## src/rtl/srm_pkg.sv

```systemverilog
package srm_pkg;

  // Command codes offered to the arbiter; the arbiter decodes these values.
  typedef enum logic [1:0] {
    SRM_OP_NOP  = 2'd0,
    SRM_OP_AREF = 2'd1,
    SRM_OP_SREF = 2'd2
  } srm_op_e;

  typedef enum logic [2:0] {
    ST_RUN,        // normal operation, distributed refresh
    ST_SR_ISSUE,   // SELF REFRESH offered, CKE low
    ST_SR_DWELL,   // minimum residency in self refresh
    ST_SR_HOLD,    // in self refresh, waiting for exit conditions
    ST_SR_RECOVER  // CKE high, NOP-only recovery window
  } srm_state_e;

endpackage

```

## src/rtl/srm_interval_timer.sv

```systemverilog
module srm_interval_timer #(
  parameter int unsigned INTERVAL = 1560
) (
  input  logic clk,
  input  logic rst_n,
  input  logic run,
  output logic tick
);
  localparam int unsigned IW = (INTERVAL > 1) ? $clog2(INTERVAL) : 1;
  localparam logic [IW-1:0] LAST = IW'(INTERVAL - 1);

  logic [IW-1:0] cnt;

  // The count restarts from zero whenever the timer is parked.
  always_ff @(posedge clk) begin
    if (!rst_n)          cnt <= '0;
    else if (!run)       cnt <= '0;
    else if (cnt == LAST) cnt <= '0;
    else                 cnt <= cnt + IW'(1);
  end

  assign tick = run && (cnt == LAST);
endmodule

```

## src/rtl/srm_backlog.sv

```systemverilog
module srm_backlog #(
  parameter  int unsigned MAX = 8,
  localparam int unsigned W   = $clog2(MAX + 1)
) (
  input  logic         clk,
  input  logic         rst_n,
  input  logic         inc,
  input  logic         dec,
  input  logic         clear,
  input  logic         preset_one,
  output logic [W-1:0] count,
  output logic         nonzero
);
  localparam logic [W-1:0] FULL = W'(MAX);

  logic [W-1:0] c_q;

  always_ff @(posedge clk) begin
    if (!rst_n)          c_q <= '0;
    else if (clear)      c_q <= '0;
    else if (preset_one) c_q <= W'(1);
    else if (inc && !dec) begin
      if (c_q != FULL) c_q <= c_q + W'(1);
    end else if (dec && !inc) begin
      if (c_q != '0) c_q <= c_q - W'(1);
    end
  end

  assign count   = c_q;
  assign nonzero = (c_q != '0);
endmodule

```

## src/rtl/srm_sr_fsm.sv

```systemverilog
module srm_sr_fsm
  import srm_pkg::*;
#(
  parameter int unsigned T_RAS = 5,
  parameter int unsigned T_XSR = 8
) (
  input  logic       clk,
  input  logic       rst_n,
  input  logic       enter_req,
  input  logic       exit_req,
  input  logic       clk_stable,
  input  logic       backlog_empty,
  input  logic       hs,
  output srm_state_e state,
  output logic       cke,
  output logic       sref_taken,
  output logic       recover_done
);
  localparam int unsigned RAS_EFF = (T_RAS < 1) ? 1 : T_RAS;
  localparam int unsigned XSR_EFF = (T_XSR < 2) ? 2 : T_XSR;
  localparam int unsigned SPAN    = (RAS_EFF > XSR_EFF) ? RAS_EFF : XSR_EFF;
  localparam int unsigned CW      = $clog2(SPAN + 1);

  srm_state_e    st_q;
  logic [CW-1:0] cnt_q;

  always_ff @(posedge clk) begin
    if (!rst_n) begin
      st_q  <= ST_RUN;
      cnt_q <= '0;
    end else begin
      unique case (st_q)
        ST_RUN: begin
          if (enter_req && backlog_empty) st_q <= ST_SR_ISSUE;
        end
        ST_SR_ISSUE: begin
          if (hs) begin
            st_q  <= ST_SR_DWELL;
            cnt_q <= CW'(RAS_EFF - 1);
          end
        end
        ST_SR_DWELL: begin
          if (cnt_q == '0) st_q  <= ST_SR_HOLD;
          else             cnt_q <= cnt_q - CW'(1);
        end
        ST_SR_HOLD: begin
          if (exit_req && clk_stable) begin
            st_q  <= ST_SR_RECOVER;
            cnt_q <= CW'(XSR_EFF - 1);
          end
        end
        ST_SR_RECOVER: begin
          if (hs) begin
            if (cnt_q == '0) st_q  <= ST_RUN;
            else             cnt_q <= cnt_q - CW'(1);
          end
        end
        default: st_q <= ST_RUN;
      endcase
    end
  end

  assign state        = st_q;
  assign cke          = !(st_q == ST_SR_ISSUE || st_q == ST_SR_DWELL || st_q == ST_SR_HOLD);
  assign sref_taken   = (st_q == ST_SR_ISSUE) && hs;
  assign recover_done = (st_q == ST_SR_RECOVER) && hs && (cnt_q == '0);
endmodule

```

## src/rtl/sdr_refresh_mgr.sv

```systemverilog
module sdr_refresh_mgr
  import srm_pkg::*;
#(
  parameter int unsigned REF_INTERVAL = 1560,
  parameter int unsigned T_RAS        = 5,
  parameter int unsigned T_XSR        = 8,
  parameter int unsigned BACKLOG_MAX  = 8
) (
  input  logic       clk,
  input  logic       rst_n,
  output logic       cmd_valid,
  input  logic       cmd_ready,
  output logic [1:0] cmd_op,
  output logic       cke,
  input  logic       sr_enter_req,
  input  logic       sr_exit_req,
  input  logic       clk_stable
);
  localparam int unsigned BL_W = $clog2(BACKLOG_MAX + 1);

  srm_state_e      state;
  srm_op_e         op;
  logic            tick;
  logic            hs;
  logic            bl_nz;
  logic [BL_W-1:0] backlog_cnt;
  logic            sref_taken;
  logic            recover_done;
  logic            in_run;

  assign in_run = (state == ST_RUN);
  assign hs     = cmd_valid && cmd_ready;

  srm_interval_timer #(.INTERVAL(REF_INTERVAL)) u_timer (
    .clk  (clk),
    .rst_n(rst_n),
    .run  (in_run),
    .tick (tick)
  );

  srm_backlog #(.MAX(BACKLOG_MAX)) u_backlog (
    .clk       (clk),
    .rst_n     (rst_n),
    .inc       (tick),
    .dec       (hs && in_run),
    .clear     (sref_taken),
    .preset_one(recover_done),
    .count     (backlog_cnt),
    .nonzero   (bl_nz)
  );

  srm_sr_fsm #(.T_RAS(T_RAS), .T_XSR(T_XSR)) u_fsm (
    .clk          (clk),
    .rst_n        (rst_n),
    .enter_req    (sr_enter_req),
    .exit_req     (sr_exit_req),
    .clk_stable   (clk_stable),
    .backlog_empty(!bl_nz),
    .hs           (hs),
    .state        (state),
    .cke          (cke),
    .sref_taken   (sref_taken),
    .recover_done (recover_done)
  );

  // Offer depends on registered state only, so it holds under back-pressure.
  always_comb begin
    cmd_valid = 1'b0;
    op        = SRM_OP_AREF;
    unique case (state)
      ST_RUN:        cmd_valid = bl_nz;
      ST_SR_ISSUE:   begin cmd_valid = 1'b1; op = SRM_OP_SREF; end
      ST_SR_RECOVER: begin cmd_valid = 1'b1; op = SRM_OP_NOP;  end
      default:       cmd_valid = 1'b0;
    endcase
  end

  assign cmd_op = op;
endmodule

```

## config.mk

```make
export PLATFORM = sky130hd
export DESIGN_NAME = sdr_refresh_mgr
export DESIGN_NICKNAME = d
export VERILOG_FILES = /design/src/rtl/srm_pkg.sv /design/src/rtl/srm_interval_timer.sv /design/src/rtl/srm_backlog.sv /design/src/rtl/srm_sr_fsm.sv /design/src/rtl/sdr_refresh_mgr.sv
export SDC_FILE = /design/constraint.sdc
export NUM_CORES = 1
export LEC_CHECK = 0
export BUFFER_PORTS_ARGS = -buffer_cell sky130_fd_sc_hd__buf_2
export CORE_MARGIN = 5
export CORE_UTILIZATION = 53
export DETAILED_ROUTE_END_ITERATION = 10
export PLACE_DENSITY = 0.76
export SYNTH_ARGS = -nofsm -noshare
export SYNTH_HDL_FRONTEND = slang
export SYNTH_SLANG_ARGS = --single-unit
```

## constraint.sdc

```tcl
create_clock -name clk -period 2.8 [get_ports clk]
set_input_delay 0.28 -clock clk [delete_from_list [all_inputs] [get_ports clk]]
set_output_delay 0.28 -clock clk [all_outputs]
set_load 0.005 [all_outputs]
```

==> results of run 1 <==
[worst max-delay path by stage]
| stage | start | to | slack, ps | cells after the start |
|---|---|---|---|---|
| detailed placement | u_timer.cnt[7] | u_backlog.count[3] | -0.6 | 10 |
| global route | u_timer.cnt[7] | u_backlog.count[3] | -150 | 10 |
| finish | u_timer.cnt[7] | u_backlog.count[3] | -30 | 10 |
| floorplan | u_timer.cnt[7] | u_backlog.count[3] | 10 | 10 |
| CTS | u_timer.cnt[7] | u_backlog.count[3] | -30 | 10 |
| global placement | u_timer.cnt[7] | u_backlog.count[3] | 30 | 10 |
[cell type report]
class | instances | area [um^2] | share of cell area
clock buffers | 4 | 36.3 | 0.0230
flip-flops and latches | 22 | 440 | 0.279
repair buffers | 21 | 135 | 0.0856
well taps | 30 | 37.5 | 0.0238
inverters | 11 | 41.3 | 0.0261
multi-input cells | 128 | 888 | 0.563
[state kept, by name, summed over array words and instances, names as in the netlist]
register         cells
u_fsm.state          3
u_fsm.cnt_q          4
u_backlog.count      4
u_timer.cnt         11
[metrics by stage]
| step | std cells | power (mW) |
|---|---|---|
| global route | 216 | 0.759 |
| finish | 216 | 0.710 |
| detailed placement | 211 | 0.538 |
| global placement | 211 | 0.532 |
| floorplan | 168 | 0.487 |
| CTS | 216 | 0.717 |
[synth_stat cells (all sizes together), types with 3 or more instances]
cell and instances:
ha 6, xnor2 9, a211oi 6, inv 11, nor2 19, o21ai 6, a21oi 8, xor2 3
nand3 12, dfxtp 22, and3 3, buf 6, nand2 10, nor3 9
[layout by cell type, fill, tap and decap left out, drive strengths merged, types with 3 or more instances in the layout]
master  netlist  routed
and3          3       3
nand3        12      12
buf           6      21
nor3          9       9
a21oi         8       8
ha            6       6
xnor2         9       9
nand2        10      10
dfxtp        22      22
inv          11      11
o21ai         6       6
nor2         19      19
a211oi        6       6
clkbuf        1       4
xor2          3       3
[worst min-delay path: stages]
cell and delay (ps):
buf_2 170, nand2_1 80, a21oi_1 40
[kinds of logic after synthesis]
group,Yosys count,share of synthesized area
mux,2,0.0154
compound gates,35,0.178
flops,22,0.319
fa+ha+maj,7,0.0688
xor+xnor,12,0.0760
simple gates,72,0.290
buf+inv,18,0.0534
[power by group through the flow]
stage	logic (mW)	clock network, mW	registers (mW)
after floorplan	0.143	0	0.344
after global placement	0.185	0	0.347
after detailed placement	0.189	0	0.349
after CTS	0.191	0.184	0.342
after global routing	0.214	0.199	0.345
final	0.192	0.175	0.342
[metal layers]
layer,up-vias,track usage,part of all wire
met2,40,0.317,0.47
li1,641,-,-
met5,-,0,0
met1,597,0.220,0.45
met4,0,0.0774,0.018
met3,7,0.0398,0.062
[what timing repair did]
item | in CTS | in global routing
hold buffers | 0 | 0
buffers inserted | 1 | 0
endpoints found under the setup margin | 1 | 2
endpoints found under the hold margin | 0 | 0
resized for setup | 0 | 1
gates cloned | 0 | 0
pin swaps | 1 | 0
==> summary.txt, run 1 <==
Critical path
  – Slowest library cell on the worst path: or4b_1
  – Reg2Reg Launch Point: u_timer.cnt[7]
  – Crit path max-delay family: simple AND/OR/NAND/NOR gates
  – CP Max Fanout: 3
  – Crit path DAT: 3030 ps
  – CP startpoint kind: flip-flop
  – Delay of the slowest critical-path stage: 510 ps
  – CP bufs+invs: 1
  – Crit Path Class: reg -> reg
  – R2r endpoint: u_backlog.count[3]
  – Slack of the worst reg-to-reg path: -30 ps
  – Crit-path cells: or4b_1 -> or4_4 -> nor4_2 -> ha_2 -> inv_2 -> ha_4 -> nand3_1 -> and3_1 -> o21ai_1 -> mux2_2
  – Setup crit end kind: flip-flop
  – WP data required: 3010 ps
  – Path depth of the worst reg2reg path: 10

GRT
  – Overflow after GRT: 0
  – Vias in the first global route: 1305
  – Total Routing Usage GR: 0.184
  – First-pass GRT wire length: 5240 um
  – Largest net degree at the start of global routing: 18
  – Initial antenna violation count: 0

Floorplan
  – Core area: 2480 um^2
  – Row count: 18
  – Starting Density: 0.558
  – Die Area: 3730 um^2
  – Die height: 61.1 um
  – Number of I/O pins: 10
  – Die Wd: 61.1 um

Logic synthesis
  – Synthesized area: 1380 um^2
  – Share of Yosys cell area claimed by the top area cell type: 0.319
  – Largest area contributor in the netlist: dfxtp_1
  – EDFF count, synth: 0
  – Asr flop ratio synth: 0
  – Syn_nets: 181
  – Avg Inst Size Synth: 8.23 um^2
  – Synth top area cells: dfxtp_1 32%, xnor2_1 5.7%, ha_1 5.4%
  – Seq/Total Area, Yosys: 0.319
  – Yosys warning count: 0
  – #FFs+latches synth: 22
  – Yosys cell types: 49
  – Cell count after synthesis: 168
  – Synth Flop Type: dfxtp_1

Pwr
  – NetSw: 0.224 mW
  – Pleak: 0.581 nW
  – Switching Share: 0.315
  – Power per cell area: 450 nW/um^2
  – Clock power frac: 0.247
  – Internal Power: 0.486 mW
  – Reg power frac: 0.482
  – Worst-case vdd ir drop: 0.000391 V
  – Combinational share of power: 0.271

Layout
  – Share of layout cells above drive strength 1: 0.204
  – Ant. Diodes: 0
  – Filler Cells Inserted: 232
  – Fin nets: 200
  – Fin util: 0.637
  – Cell area after layout: 1580 um^2
  – Area growth, synth to finish: 14.2%

Hold path
  – Worst Hold Launch: rst_n
  – Worst Hold Class: in -> reg
  – Worst hold endpoint: u_backlog.count[0]
  – Hold Path Stages: 3

Routing
  – Initial detailed-routing violation count: 78
  – Drt drc: 0
  – Post-DRT Antenna Nets: 0
  – Total Wirelength: 2970 um
  – Via count: 1285
  – Wire per inst: 13.7 um
  – Via density: 5.95
  – Pre-antenna DRT Iters: 4

STA
  – Unrepaired setup endpoints after global routing: true
  – Fin crit share: 1.01
  – FMAX: 354 MHz
  – WHS: 308 ps
  – Worst-Margin Slew: 779 ps
  – Final Worst Setup Slack: -25.5 ps
  – Period minus WS final: 2830 ps
  – Final setup fails: 1
  – Final Skew: 6.06 ps
  – Final Hold Fails: 0
  – Slew headroom: 0.477
  – Pins Over Slew Limit: 0
  – Setup TNS: -25.5 ps

Placed design
  – RePlAce Congestion: 0.859
  – DP HPWL: 2230 um
  – DP Worst Slack: -0.551 ps
  – DP Area: 1530 um^2
  – Port buffer count: 9

Clock network
  – TritonCTS clock tree: yes
  – CTS Root Cell: clkbuf_4
  – Clock-pin slew on the worst setup and hold paths: 120 ps
  – Clk buf depth: 2
  – CTS Buf Count: 3
  – Worst skew pair latency: 310 ps
  – CTS sink count: 22
  – H-tree depth: 1

Status
  – Status: finished with violations
  – Failing checks: setup timing

Flow run
  – Max Cap Violations: 0
Power figures use the tool's default switching activity.
==> inputs of run 2 (changes only) <==
PLACE_DENSITY = 0.74   (was 0.76)
==> run 2 against run 1 <==
Sequential cell count did not move. The flow now finishes without violations. Die area did not move. Clock skew increased by 5.1 ps. Critical path type unchanged. Non-clock buffer count is 1 lower. Maximum frequency rose by 1.9%. Largest power group unchanged.
==> summary.txt, run 2 (synthesis results as in run 1) <==
Critical path
  – Setup crit end kind: flip-flop
  – Crit-path cells: or4b_1 -> or4_4 -> nor4_4 -> ha_2 -> inv_2 -> ha_4 -> nand3_2 -> and3_4 -> o21ai_2 -> mux2_4
  – CP bufs+invs: 1
  – Reg2Reg Launch Point: u_timer.cnt[7]
  – Crit path DAT: 3000 ps
  – CP Max Fanout: 3
  – Delay of the slowest critical-path stage: 510 ps
  – CP startpoint kind: flip-flop
  – Slowest library cell on the worst path: or4b_1
  – Crit path launch: u_timer.cnt[7]
  – Crit path max-delay family: simple AND/OR/NAND/NOR gates
  – WP data required: 3030 ps
  – Crit Path Class: reg -> reg

GRT
  – GRT busiest layer: met2
  – GR met1 Demand/Resource: 0.224
  – Routing usage on met3: 0.0335
  – Overflow after GRT: 0
  – GRT met2 Usage: 0.299
  – Initial antenna violation count: 0
  – Vias in the first global route: 1198
  – Largest net degree at the start of global routing: 18
  – Total Routing Usage GR: 0.179
  – First-pass GRT wire length: 5010 um

Layout
  – Multi-input gate area: 913 um^2
  – Filler Cells Inserted: 222
  – Most common cell after layout, fill and taps aside: dfxtp_1
  – Share of layout cells above drive strength 1: 0.222
  – Most flop-heavy register: u_timer.cnt
  – Fin nets: 199
  – Cell area after layout: 1610 um^2
  – Ant. Diodes: 0
  – Area growth, synth to finish: 16.7%
  – Most frequent cells in the layout: 21 x dfxtp_1, 19 x nor2_1, 11 x buf_4
  – Fin cells: 215
  – Sequential standard cell area: 442 um^2
  – Fin util: 0.652
  – Max reg flops: 11

STA
  – Final Skew: 11.1 ps
  – Pins Over Slew Limit: 0
  – Worst-Margin Slew: 747 ps
  – Final Hold Fails: 0
  – Fin crit share: 0.991
  – FMAX: 361 MHz
  – Final setup fails: 0
  – Slew headroom: 0.501
  – Period minus WS final: 2770 ps
  – Unrepaired setup endpoints after global routing: true

Floorplan
  – Die Area: 3730 um^2
  – Number of I/O pins: 10
  – Row count: 18
  – Core area: 2480 um^2
  – Die Wd: 61.1 um
  – Die height: 61.1 um
  – Starting Density: 0.558

Pwr
  – Total power: 0.780 mW
  – Pleak: 0.591 nW
  – Power per cell area: 483 nW/um^2
  – Worst-case vdd ir drop: 0.000407 V

Hold path
  – Worst Hold Class: in -> reg
  – Worst Hold Launch: rst_n

Clock network
  – CTS sink count: 22
  – CTS Buf Count: 3
  – Clk buf depth: 2
  – Clock-pin slew on the worst setup and hold paths: 130 ps
  – Worst skew pair latency: 320 ps
  – H-tree depth: 1
  – TritonCTS clock tree: yes
  – Hold buffer count at cts: 0
  – Post-CTS setup buffer count: 0
  – CTS Root Cell: clkbuf_4

Flow run
  – Max Cap Violations: 0

Placed design
  – Port buffer count: 9
  – DP Cell Count: 211
  – RePlAce Congestion: 0.863
  – DP HPWL: 2120 um
  – DP Area: 1530 um^2

Status
  – Status: finished, final reports clean

Routing
  – Total Wirelength: 2860 um
  – Via count: 1247
  – Post-DRT Antenna Nets: 0
  – Via density: 5.80
  – Wire per inst: 13.3 um
  – Pre-antenna DRT Iters: 4
  – Drt drc: 0
  – Initial detailed-routing violation count: 172
-- run 2: repair_timing --
| item | CTS | global route |
|---|---|---|
| setup endpoints to repair | 1 | 2 |
| gates resized for setup | 1 | 6 |
| pin swaps | 1 | 3 |
-- run 2: where the power goes --
group / switching, mW / total (mW) / internal, mW
Combinational: 0.116 / 0.194 / 0.0776
Sequential: 0.0127 / 0.342 / 0.329
Clock: 0.0994 / 0.244 / 0.145
-- run 2: metrics by stage --
stage                     hold slack [ps]  setup TNS, ps  setup WS, ps
final                                 270              0          26.3
after global routing                  276          -98.9         -98.9
after CTS                             264          -48.2         -48.2
after detailed placement              440          -27.7         -27.7
after global placement                433              0          29.5
after floorplan                       418              0          13.1
-- run 2: worst paths after layout --
kind,cells past startpoint,end,slack [ps]
max,10,u_backlog.count[3],30
min,3,u_backlog.count[0],270
max reg2reg,10,u_backlog.count[3],30
min reg2reg,1,u_timer.cnt[0],460
-- run 2: final cells by class --
type,count,share of cell area
timing repair buffer,20,0.0791
inverter,11,0.0256
clock inverter,1,0.0186
multi-input combinational,128,0.566
sequential,22,0.274
clock buffer,3,0.0140
tap,30,0.0233
-- run 2: tightest hold or removal path: stages --
cell and delay (ps):
buf_2 170, nand2_1 70, a21oi_1 30
-- run 2: per-layer routing --
metal,share of wire,routed length [um]
met5,0,0
met4,0.016,46
met3,0.037,105
met2,0.48,1360
met1,0.47,1340
